--- src/rtl/wcomp_pkg.sv ---
package wcomp_pkg;

    typedef enum logic [1:0] {
        WC_IDLE = 2'd0,
        WC_CAPT = 2'd1,
        WC_DIV  = 2'd2
    } wc_state_e;

    localparam int WC_DEF_N     = 48;
    localparam int WC_DEF_WIN   = 16;
    localparam int WC_DEF_WFRAC = 5;

endpackage

--- src/rtl/wcomp_qualify.sv ---
module wcomp_qualify #(
    parameter int W_IN = 16
) (
    input  logic [W_IN-1:0] coef,
    input  logic [W_IN-1:0] thr,
    input  logic [W_IN-1:0] cmax,
    output logic [W_IN:0]   mag,
    output logic            neg,
    output logic            keep
);
    logic [W_IN:0] ext;

    always_comb begin
        ext  = {coef[W_IN-1], coef};
        neg  = coef[W_IN-1];
        mag  = neg ? (~ext + 1'b1) : ext;
        keep = (cmax != '0) && (mag >= {1'b0, thr});
    end
endmodule

--- src/rtl/wcomp_divstep.sv ---
module wcomp_divstep #(
    parameter int RW = 18,
    parameter int DW = 16
) (
    input  logic [RW-1:0] rem_in,
    input  logic [DW-1:0] divisor,
    output logic [RW-1:0] rem_out,
    output logic          qbit
);
    logic [RW-1:0] shifted;
    logic [RW-1:0] dext;

    always_comb begin
        shifted = {rem_in[RW-2:0], 1'b0};
        dext    = RW'(divisor);
        qbit    = (shifted >= dext);
        rem_out = qbit ? (shifted - dext) : shifted;
    end
endmodule

--- src/rtl/wcomp_top.sv ---
module wcomp_top
    import wcomp_pkg::*;
#(
    parameter int N_COEF = WC_DEF_N,
    parameter int W_IN   = WC_DEF_WIN,
    parameter int W_FRAC = WC_DEF_WFRAC
) (
    input  logic                clk,
    input  logic                rst_n,
    input  logic                in_valid,
    input  logic                in_start,
    input  logic [W_IN-1:0]     in_coef,
    input  logic [W_IN-1:0]     in_thr,
    input  logic [W_IN-1:0]     in_cmax,
    output logic                busy,
    output logic                map_valid,
    output logic [N_COEF-1:0]   map,
    output logic [W_IN-1:0]     cmax_out,
    output logic                out_valid,
    output logic [W_FRAC:0]     out_value,
    output logic                out_last
);
    localparam int IDXW = $clog2(N_COEF);
    localparam int CNTW = $clog2(N_COEF + 1);
    localparam int MAGW = W_IN + 1;
    localparam int REMW = MAGW + 1;
    localparam int STW  = (W_FRAC > 1) ? $clog2(W_FRAC) : 1;

    typedef struct packed {
        logic            neg;
        logic [MAGW-1:0] mag;
    } entry_t;

    typedef struct packed {
        wc_state_e                 st;
        logic [IDXW-1:0]           idx;
        logic [CNTW-1:0]           nk;
        logic [IDXW-1:0]           rd;
        logic [STW-1:0]            step;
        logic [W_IN-1:0]           thr;
        logic [W_IN-1:0]           cmax;
        logic [N_COEF-1:0]         map;
        logic [N_COEF-1:0][MAGW:0] kbuf;
        logic [REMW-1:0]           rem;
        logic [W_FRAC-1:0]         quo;
        logic                      sat;
        logic                      sgn;
        logic                      map_valid;
        logic                      out_valid;
        logic [W_FRAC:0]           out_value;
        logic                      out_last;
    } state_t;

    state_t s_q, s_d;

    logic [W_IN-1:0] cur_thr, cur_cmax;
    logic [MAGW-1:0] q_mag;
    logic            q_neg, q_keep;
    logic [REMW-1:0] rem_n;
    logic            qbit;

    assign cur_thr  = (s_q.st == WC_IDLE) ? in_thr  : s_q.thr;
    assign cur_cmax = (s_q.st == WC_IDLE) ? in_cmax : s_q.cmax;

    wcomp_qualify #(.W_IN(W_IN)) u_qual (
        .coef (in_coef),
        .thr  (cur_thr),
        .cmax (cur_cmax),
        .mag  (q_mag),
        .neg  (q_neg),
        .keep (q_keep)
    );

    wcomp_divstep #(.RW(REMW), .DW(W_IN)) u_div (
        .rem_in  (s_q.rem),
        .divisor (s_q.cmax),
        .rem_out (rem_n),
        .qbit    (qbit)
    );

    always_comb begin
        entry_t          ent;
        logic [IDXW-1:0] widx;
        logic [IDXW-1:0] nrd;
        logic            take;

        s_d           = s_q;
        s_d.map_valid = 1'b0;
        s_d.out_valid = 1'b0;
        s_d.out_last  = 1'b0;
        ent           = '0;
        nrd           = '0;
        take          = 1'b0;
        widx          = (s_q.st == WC_IDLE) ? '0 : s_q.idx;

        case (s_q.st)
            WC_IDLE: begin
                if (in_valid && in_start) begin
                    take     = 1'b1;
                    s_d.thr  = in_thr;
                    s_d.cmax = in_cmax;
                    s_d.map  = '0;
                    s_d.nk   = '0;
                    s_d.idx  = IDXW'(1);
                    s_d.st   = WC_CAPT;
                end
            end
            WC_CAPT: begin
                take = in_valid;
            end
            default: begin
                s_d.rem  = rem_n;
                s_d.quo  = {s_q.quo[W_FRAC-2:0], qbit};
                s_d.step = s_q.step + 1'b1;
                if (s_q.step == STW'(W_FRAC - 1)) begin
                    s_d.out_valid = 1'b1;
                    s_d.out_value = {s_q.sgn, s_q.sat ? {W_FRAC{1'b1}}
                                                      : {s_q.quo[W_FRAC-2:0], qbit}};
                    s_d.out_last  = (CNTW'(s_q.rd) == s_q.nk - 1'b1);
                    s_d.step      = '0;
                    s_d.quo       = '0;
                    if (s_d.out_last) begin
                        s_d.st = WC_IDLE;
                    end else begin
                        nrd       = s_q.rd + 1'b1;
                        s_d.rd    = nrd;
                        ent       = s_q.kbuf[nrd];
                        s_d.rem   = REMW'(ent.mag);
                        s_d.sgn   = ent.neg;
                        s_d.sat   = (ent.mag >= MAGW'(s_q.cmax));
                    end
                end
            end
        endcase

        if (take) begin
            if (q_keep) begin
                s_d.map[widx]                  = 1'b1;
                s_d.kbuf[s_d.nk[IDXW-1:0]]     = {q_neg, q_mag};
                s_d.nk                         = s_d.nk + 1'b1;
            end
            if (s_q.st == WC_CAPT) begin
                s_d.idx = s_q.idx + 1'b1;
                if (s_q.idx == IDXW'(N_COEF - 1)) begin
                    s_d.map_valid = 1'b1;
                    s_d.rd        = '0;
                    s_d.step      = '0;
                    s_d.quo       = '0;
                    if (s_d.nk == '0) begin
                        s_d.st = WC_IDLE;
                    end else begin
                        s_d.st  = WC_DIV;
                        ent     = s_d.kbuf[0];
                        s_d.rem = REMW'(ent.mag);
                        s_d.sgn = ent.neg;
                        s_d.sat = (ent.mag >= MAGW'(s_q.cmax));
                    end
                end
            end
        end
    end

    always_ff @(posedge clk) begin
        if (!rst_n) begin
            s_q    <= '0;
            s_q.st <= WC_IDLE;
        end else begin
            s_q <= s_d;
        end
    end

    assign busy      = (s_q.st != WC_IDLE);
    assign map_valid = s_q.map_valid;
    assign map       = s_q.map;
    assign cmax_out  = s_q.cmax;
    assign out_valid = s_q.out_valid;
    assign out_value = s_q.out_value;
    assign out_last  = s_q.out_last;
endmodule

--- config.mk ---
export PLATFORM = sky130hd
export DESIGN_NAME = wcomp_top
export DESIGN_NICKNAME = d
export VERILOG_FILES = /design/src/rtl/wcomp_pkg.sv /design/src/rtl/wcomp_qualify.sv /design/src/rtl/wcomp_divstep.sv /design/src/rtl/wcomp_top.sv
export SDC_FILE = /design/constraint.sdc
export NUM_CORES = 2
export LEC_CHECK = 0
export BUFFER_PORTS_ARGS = -buffer_cell sky130_fd_sc_hd__buf_2
export CAP_MARGIN = 20
export CORE_MARGIN = 2
export CORE_UTILIZATION = 64
export CTS_CLUSTER_DIAMETER = 80
export DETAILED_ROUTE_END_ITERATION = 8
export PLACE_DENSITY_LB_ADDON = 0.12
export SETUP_SLACK_MARGIN = 0.02
export SLEW_MARGIN = 20
export SYNTH_ARGS = -nofsm -noshare
export SYNTH_HDL_FRONTEND = slang
export SYNTH_SLANG_ARGS = --single-unit
export TNS_END_PERCENT = 100
--- constraint.sdc ---
create_clock -name clk -period 15.2 [get_ports clk]
set_clock_uncertainty 0.1 [all_clocks]
set_input_delay 1.52 -clock clk [delete_from_list [all_inputs] [get_ports clk]]
set_output_delay 1.52 -clock clk [all_outputs]
set_load 0.03 [all_outputs]
## Word level (Yosys, flattened, before mapping)

Cells that the tools add are included.

| storage, ports and cells | value |
|---|---|
| register bits | 1001 |
| input port bits | 52 |
| output and inout port bits | 74 |
| word-level logic and storage cells | 150 |

| cells by class | value |
|---|---|
| $add $sub $neg | 7 |
| $lt $le $gt $ge | 9 |
| equality and inequality tests | 5 |
| muxes and demuxes | 45 |
| bitwise operators | 5 |
| reduce and logical (&&, ||, !) cells | 15 |

Operators by type and width:

| kind | number |
|---|---|
| 2-to-1 mux 912 bit | 2 |
| 2-to-1 mux 938 bit | 1 |
| bitwise mux 864 bit | 1 |
| binary-select mux 18 bit (select 6 bit) | 1 |
| demux 18 bit (select 6 bit) | 1 |
| 2-to-1 mux 48 bit | 2 |
| 2-to-1 mux 18 bit | 5 |
| 2-to-1 mux 26 bit | 2 |
| greater-or-equal comparator 17 x 16 -> 1 bit | 3 |
| 2-to-1 mux 25 bit | 2 |
| bitwise OR 48 bit | 1 |
| 2-to-1 mux 9 bit | 4 |
| 2-to-1 mux 16 bit | 2 |
| 2-to-1 mux 6 bit | 4 |
| 2-to-1 mux 23 bit | 1 |
| < comparator 6 x 7 -> 1 bit, second input constant | 3 |
| adder 6 x 1 -> 6 bit, second input constant | 3 |
| greater-or-equal comparator 18 x 16 -> 1 bit | 1 |
| subtractor 18 x 16 -> 18 bit | 1 |
| adder 17 x 1 -> 17 bit, second input constant | 1 |
| 2-to-1 mux 17 bit | 1 |
| inverter 17 bit | 1 |
| 2-to-1 mux 8 bit | 2 |
| nonzero test 16 bit | 1 |
| other kinds (26) | 40 |

## Longest topological paths before layout

| logic depth | value |
|---|---|
| word-level depth | 15 |
| mapped depth | 27 |
| gate-level depth less buffers | 24 |

## Modules after synthesis

Synthesis repeated with hierarchy kept, for this count alone.

| unflattened totals | value |
|---|---|
| cell total of the unflattened synthesis | 5392 |
| area total of the unflattened synthesis | 47231.5 µm² |

By module, submodules not included:

| module | times used | cells each | area an instance (µm²) | seq. area each (µm²) |
|---|---|---|---|---|
| wcomp_top | 1 | 5124 | 45371.0 | 20019.2 |
| wcomp_divstep | 1 | 160 | 1088.5 | 0.0 |
| wcomp_qualify | 1 | 108 | 772.0 | 0.0 |

## Worst setup path before layout

Ideal clock, no wire load.

| timing path | value |
|---|---|
| kind | input -> register |
| start | in in_coef[4] |
| end | reg s_q[10] in the netlist's numbering |
| library setup time | 0.116 ns |
| arrival | 6.674 ns |
| data required time | 14.984 ns |
| slack | 8.310 ns |
| stages | 22 |
| path buffers | 1 |
| path through | or4_4 or4_1 or2_1 o41ai_2 xor2_2 inv_2 clkbuf_1 ha_1 nand3_1 o21ai_0 nor2_2 nor4_4 mux2_2 ha_1 nor2b_1 o21a_1 o21ai_0 a21o_1 a21oi_1 o221ai_1 nand4_1 o211a_1 |

| between the ends | value |
|---|---|
| longest elaborated chain between the ends | 12 |
| elaborated cells on any way between the ends | 16 |
| classes of those cells | add/sub (1); order compare (2); mux (10); bitwise (1); reduce/logical (2) |

RTL lines:

| item | line | RTL |
|---|---|---|
| from (decl) | wcomp_top.sv:12 | `input logic [W_IN-1:0] in_coef,` |
| inverter 17 bit | wcomp_qualify.sv:16 | `mag = neg ? (~ext + 1'b1) : ext;` |
| adder 17 x 1 -> 17 bit | wcomp_qualify.sv:16 |  |
| 2-to-1 mux 17 bit * | wcomp_qualify.sv:16 |  |
| greater-or-equal comparator 17 x 16 -> 1 bit | wcomp_qualify.sv:17 | `keep = (cmax != '0) && (mag >= {1'b0, thr});` |
| logical AND 1 bit | wcomp_qualify.sv:17 |  |
| 2-to-1 mux 912 bit / 2-to-1 mux 6 bit (equally long branches) | wcomp_top.sv:137 | `if (q_keep) begin` |
| 2-to-1 mux 912 bit / 2-to-1 mux 6 bit (equally long branches) | wcomp_top.sv:136 | `if (take) begin` |
| greater-or-equal comparator 17 x 16 -> 1 bit / logical NOT 6 bit (equally long branches) | wcomp_top.sv:156, wcomp_top.sv:149 |  |
| 2-to-1 mux 2 bit * | wcomp_top.sv:149 | `if (s_d.nk == '0) begin` |
| 2-to-1 mux 26 bit * | wcomp_top.sv:144 | `if (s_q.idx == IDXW'(N_COEF - 1)) begin` |
| 2-to-1 mux 26 bit * | wcomp_top.sv:142 | `if (s_q.st == WC_CAPT) begin` |
| 2-to-1 mux 938 bit * | wcomp_top.sv:136 |  |
| to (decl) | wcomp_top.sv:54 | `state_t s_q, s_d;` |

Mark *: on every way between the ends. The rest lies on a longest branch, timed or not. The select of a mux whose other input is x is not followed.
A chain may end at the register's enable or synchronous reset.

## Worst setup path in the final report

| timing path | value |
|---|---|
| start | in in_coef[4] |
| end | reg s_q[229] in the netlist's numbering |

| between the ends | value |
|---|---|
| longest elaborated chain between the ends | 7 |
| elaborated cells on any way between the ends | 10 |
| classes of those cells | add/sub (1); order compare (1); eq/ne (1); mux (4); bitwise (1); reduce/logical (2) |

RTL lines:

| item | line |
|---|---|
| inverter 17 bit | wcomp_qualify.sv:16 |
| adder 17 x 1 -> 17 bit | wcomp_qualify.sv:16 |
| 2-to-1 mux 17 bit * | wcomp_qualify.sv:16 |
| greater-or-equal comparator 17 x 16 -> 1 bit | wcomp_qualify.sv:17 |
| logical AND 1 bit | wcomp_qualify.sv:17 |
| inequality test 2 bit (no line) | -- |
| AND reduction 2 bit (no line) | -- |

Marked as above.

==> impl_metrics.toml <==
[worst_setup_path]
timing.rr.start = "s_q[981]"
cp_num_cells = 19
worst_r2r_endpoint = "s_q[10]"
worst_ep_required_time_ns = 15.61
worst-r2r-cell-count = 16
path_max_fanout = 54
crit_top_cell = "buf_4"
crit_start = "in_coef[4]"
cp.arrival_ns = 8.69
cp-end-kind = "register"
start_kind = "input pin"
timing.reg2reg.setup_slack_ns = 8.42
critical_path_class = "input pin to register"
worstSetupEndpoint = "s_q[229]"
crit_path_cell_trace = "buf_2 -> or4_4 -> or4_1 -> or2_1 -> o21ai_1 -> xor2_4 -> buf_4 -> inv_1 -> ha_1 -> nand2_1 -> or2_2 -> a31oi_2 -> nor2_2 -> nor3_4 -> buf_4 -> and3_1 -> buf_4 -> mux2i_1 -> nor2_1"
cp_top_family = "simple AND/OR/NAND/NOR gates"
crit_slowest_cell = "and3_1"
critPathMaxStageDelay_ns = 0.80
crit_buf_inv = 5

[timing]
worstMarginPinSlew_ns = 1.191
timing.fmax_mhz = 120.8
finalMaxSlewViolations = 0
setup_viol = 0
maxSlewHeadroom = 0.2058
fin_crit_ns = 8.280
hold_violations = 0
tns_ns = 0
holdWs_ns = 0.3269
grt_setup_unrepaired = "false"
fin_crit_sh = 0.5447

[clock_network]
clock_sinks = 999
clock_path_buffers = 3
cts_tree = "yes"
post_cts_buffers = 0
cts_buffers = 102
htreeDepth = 3
clkTransAtPathRegs_ns = 0.06
cts-resized-gates = 0
clk_latency_ns = 0.68
cts_hold_buf = 0
cts-root-buf = "clkbuf_16"

[logic_synthesis]
synth_async_sr_flop_share = 0
yosysUniqueCellTypes = 91
synthFlopType = "dfxtp_1"
ys_seq_elements = 999
syn_nets = 4794
netlist_area_um2 = 47730
synth_edf_count = 0
synth_area_leaders = "dfxtp_1 42%, mux4_2 12%, mux2i_1 7.6%"
yosysWarnings = 0
yosysTopAreaCell = "dfxtp_1"
ys_seq_area_frac = 0.4190
yosysMostFrequentCell = "dfxtp_1"
synth_top_area_frac = 0.4190
avgSynthCellArea_um2 = 10.22
synthCells = 4671
synth_commonest_cells = "999 x dfxtp_1, 952 x nor2_1, 361 x mux2i_1, 283 x a211oi_1, 257 x clkbuf_1"

[finish]
drive_gt1_frac = 0.2041
area_growth_pct = 6.048
final_net_count = 4564
stdcell_count = 5488
final_cell_area_um2 = 50620
fin_util = 0.6822

[floorplan]
die_h_um = 277.1
ios = 126
fp-row-count = 100
start_util = 0.6433
core_area_um2 = 74200
die_w_um = 277.1
dieArea_um2 = 76780

[drt]
via_per_inst = 6.423
vias = 35250
dr.first_iter.drc_count = 3741
ant_nets = 0
drt_pre_antenna_iters = 6
wl_um = 134700
drc_errors = 0
routedWlPerCell_um = 24.55

[global_routing]
grt_max_degree = 195
grt_pass1_vias = 33840
globalRouteTotalUtil = 0.3461
antenna_found_initial = 1
grt.overflow.total = 0
grt_pass1_wl_um = 206200

[run_status]
status = "finished clean"

[power_and_ir_drop]
ir_worst_vdd_uv = 93.83
power.density_nw_per_um2 = 111.1
p_leak_nw = 19.04

[placed_design]
gp_congestion = 0.9802
dp_cells = 5306
place_area_um2 = 47230
port_buffers = 125
post-dp-hpwl_um = 80960

[job]
cap_violations = 0

[hold_path]
hp-class = "register to register"
-- how the worst min path moves through the flow --
stage                     startpoint        to  slack, ns  depth (start not counted)
final                       s_q[248]  s_q[248]       0.33                          2
after global routing        s_q[140]  s_q[140]       0.35                          2
after CTS                   s_q[662]  s_q[662]       0.33                          2
after detailed placement    s_q[662]  s_q[662]       0.32                          2
after global placement       s_q[86]   s_q[86]       0.31                          2
after floorplan             s_q[104]  s_q[104]       0.31                          2
-- worst min-delay path, stage by stage (launching register included) --
cell and delay (ns):
dfxtp_1 0.31, nand2_1 0.05, nor2_1 0.03
-- metrics by stage --
step                power [W]  setup WS [ns]
detailed placement   0.003125          6.384
global route         0.005771          6.594
floorplan            0.002991          8.310
CTS                  0.005630          7.058
global placement     0.003125          6.463
finish               0.005622          6.920
-- kinds of logic (layout without fill, tap and decap cells) --
family,Yosys count,in the layout,share of synthesized area
muxes,621,621,0.1967
buffers and inverters,615,462,0.07626
adders and majority gates,71,71,0.01877
other,0,1,0
xor gates and xnor gates,37,37,0.006947
AOI/OAI and AO/OA,824,824,0.1472
DFF,999,999,0.4190
and+or+nand+nor,1504,1504,0.1350
-- placed cells by master (no fill, tap or decap), types with 12 or more instances in the layout --
master,n
dfxtp_1,998
nor2_1,952
mux2i_1,361
a211oi_1,283
mux4_2,253
nand2_1,245
a211oi_2,217
buf_2,124
clkbuf_16,102
a21oi_1,97
buf_4,93
nand3_1,77
ha_1,69
o21ai_0,64
inv_1,57
and3_1,46
nor3_1,34
nand4_1,24
clkbuf_8,24
clkbuf_1,22
nor2b_1,18
clkinv_2,17
o21a_1,15
xnor2_1,15
o31ai_1,13
a32oi_1,13
a31oi_1,12
nor4_1,12
xor2_4,12
and2_1,12
-- report_power, final --
part / total [W] / internal [W] / switching (W)
Clock: 0.00254 / 0.00147 / 0.00107
Combinational: 0.000441 / 0.000116 / 0.000325
Sequential: 0.00264 / 0.00263 / 0.0000114
Total: 0.00562 / 0.00421 / 0.00141
-- flip-flops by register name, summed over array words and instances, names as in the netlist --
register,cells
map,48
s_q,926
cmax_out,16
out_last,1
out_value,6
out_valid,1
map_valid,1
-- layer usage --
layer | vias up | track usage | routed length [um]
li1 | 16200 | - | -
met5 | - | 0 | 0
met4 | 0 | 0.1406 | 5599
met2 | 1388 | 0.5564 | 62480
met3 | 260 | 0.05475 | 9975
met1 | 17400 | 0.4691 | 56660
-- final cells by class --
| cell class | instances | area [um^2] |
|---|---|---|
| Multi-Input combinational cell | 3057 | 24410 |
| Fill cell | 5863 | 23580 |
| Sequential cell | 999 | 20000 |
| Clock buffer | 148 | 2965 |
| Timing Repair Buffer | 220 | 1379 |
| Tap cell | 969 | 1212 |
| Clock inverter | 33 | 409.1 |
| Inverter | 61 | 236.5 |
| Antenna cell | 1 | 2.502 |
(Power assumes the default switching activity.)
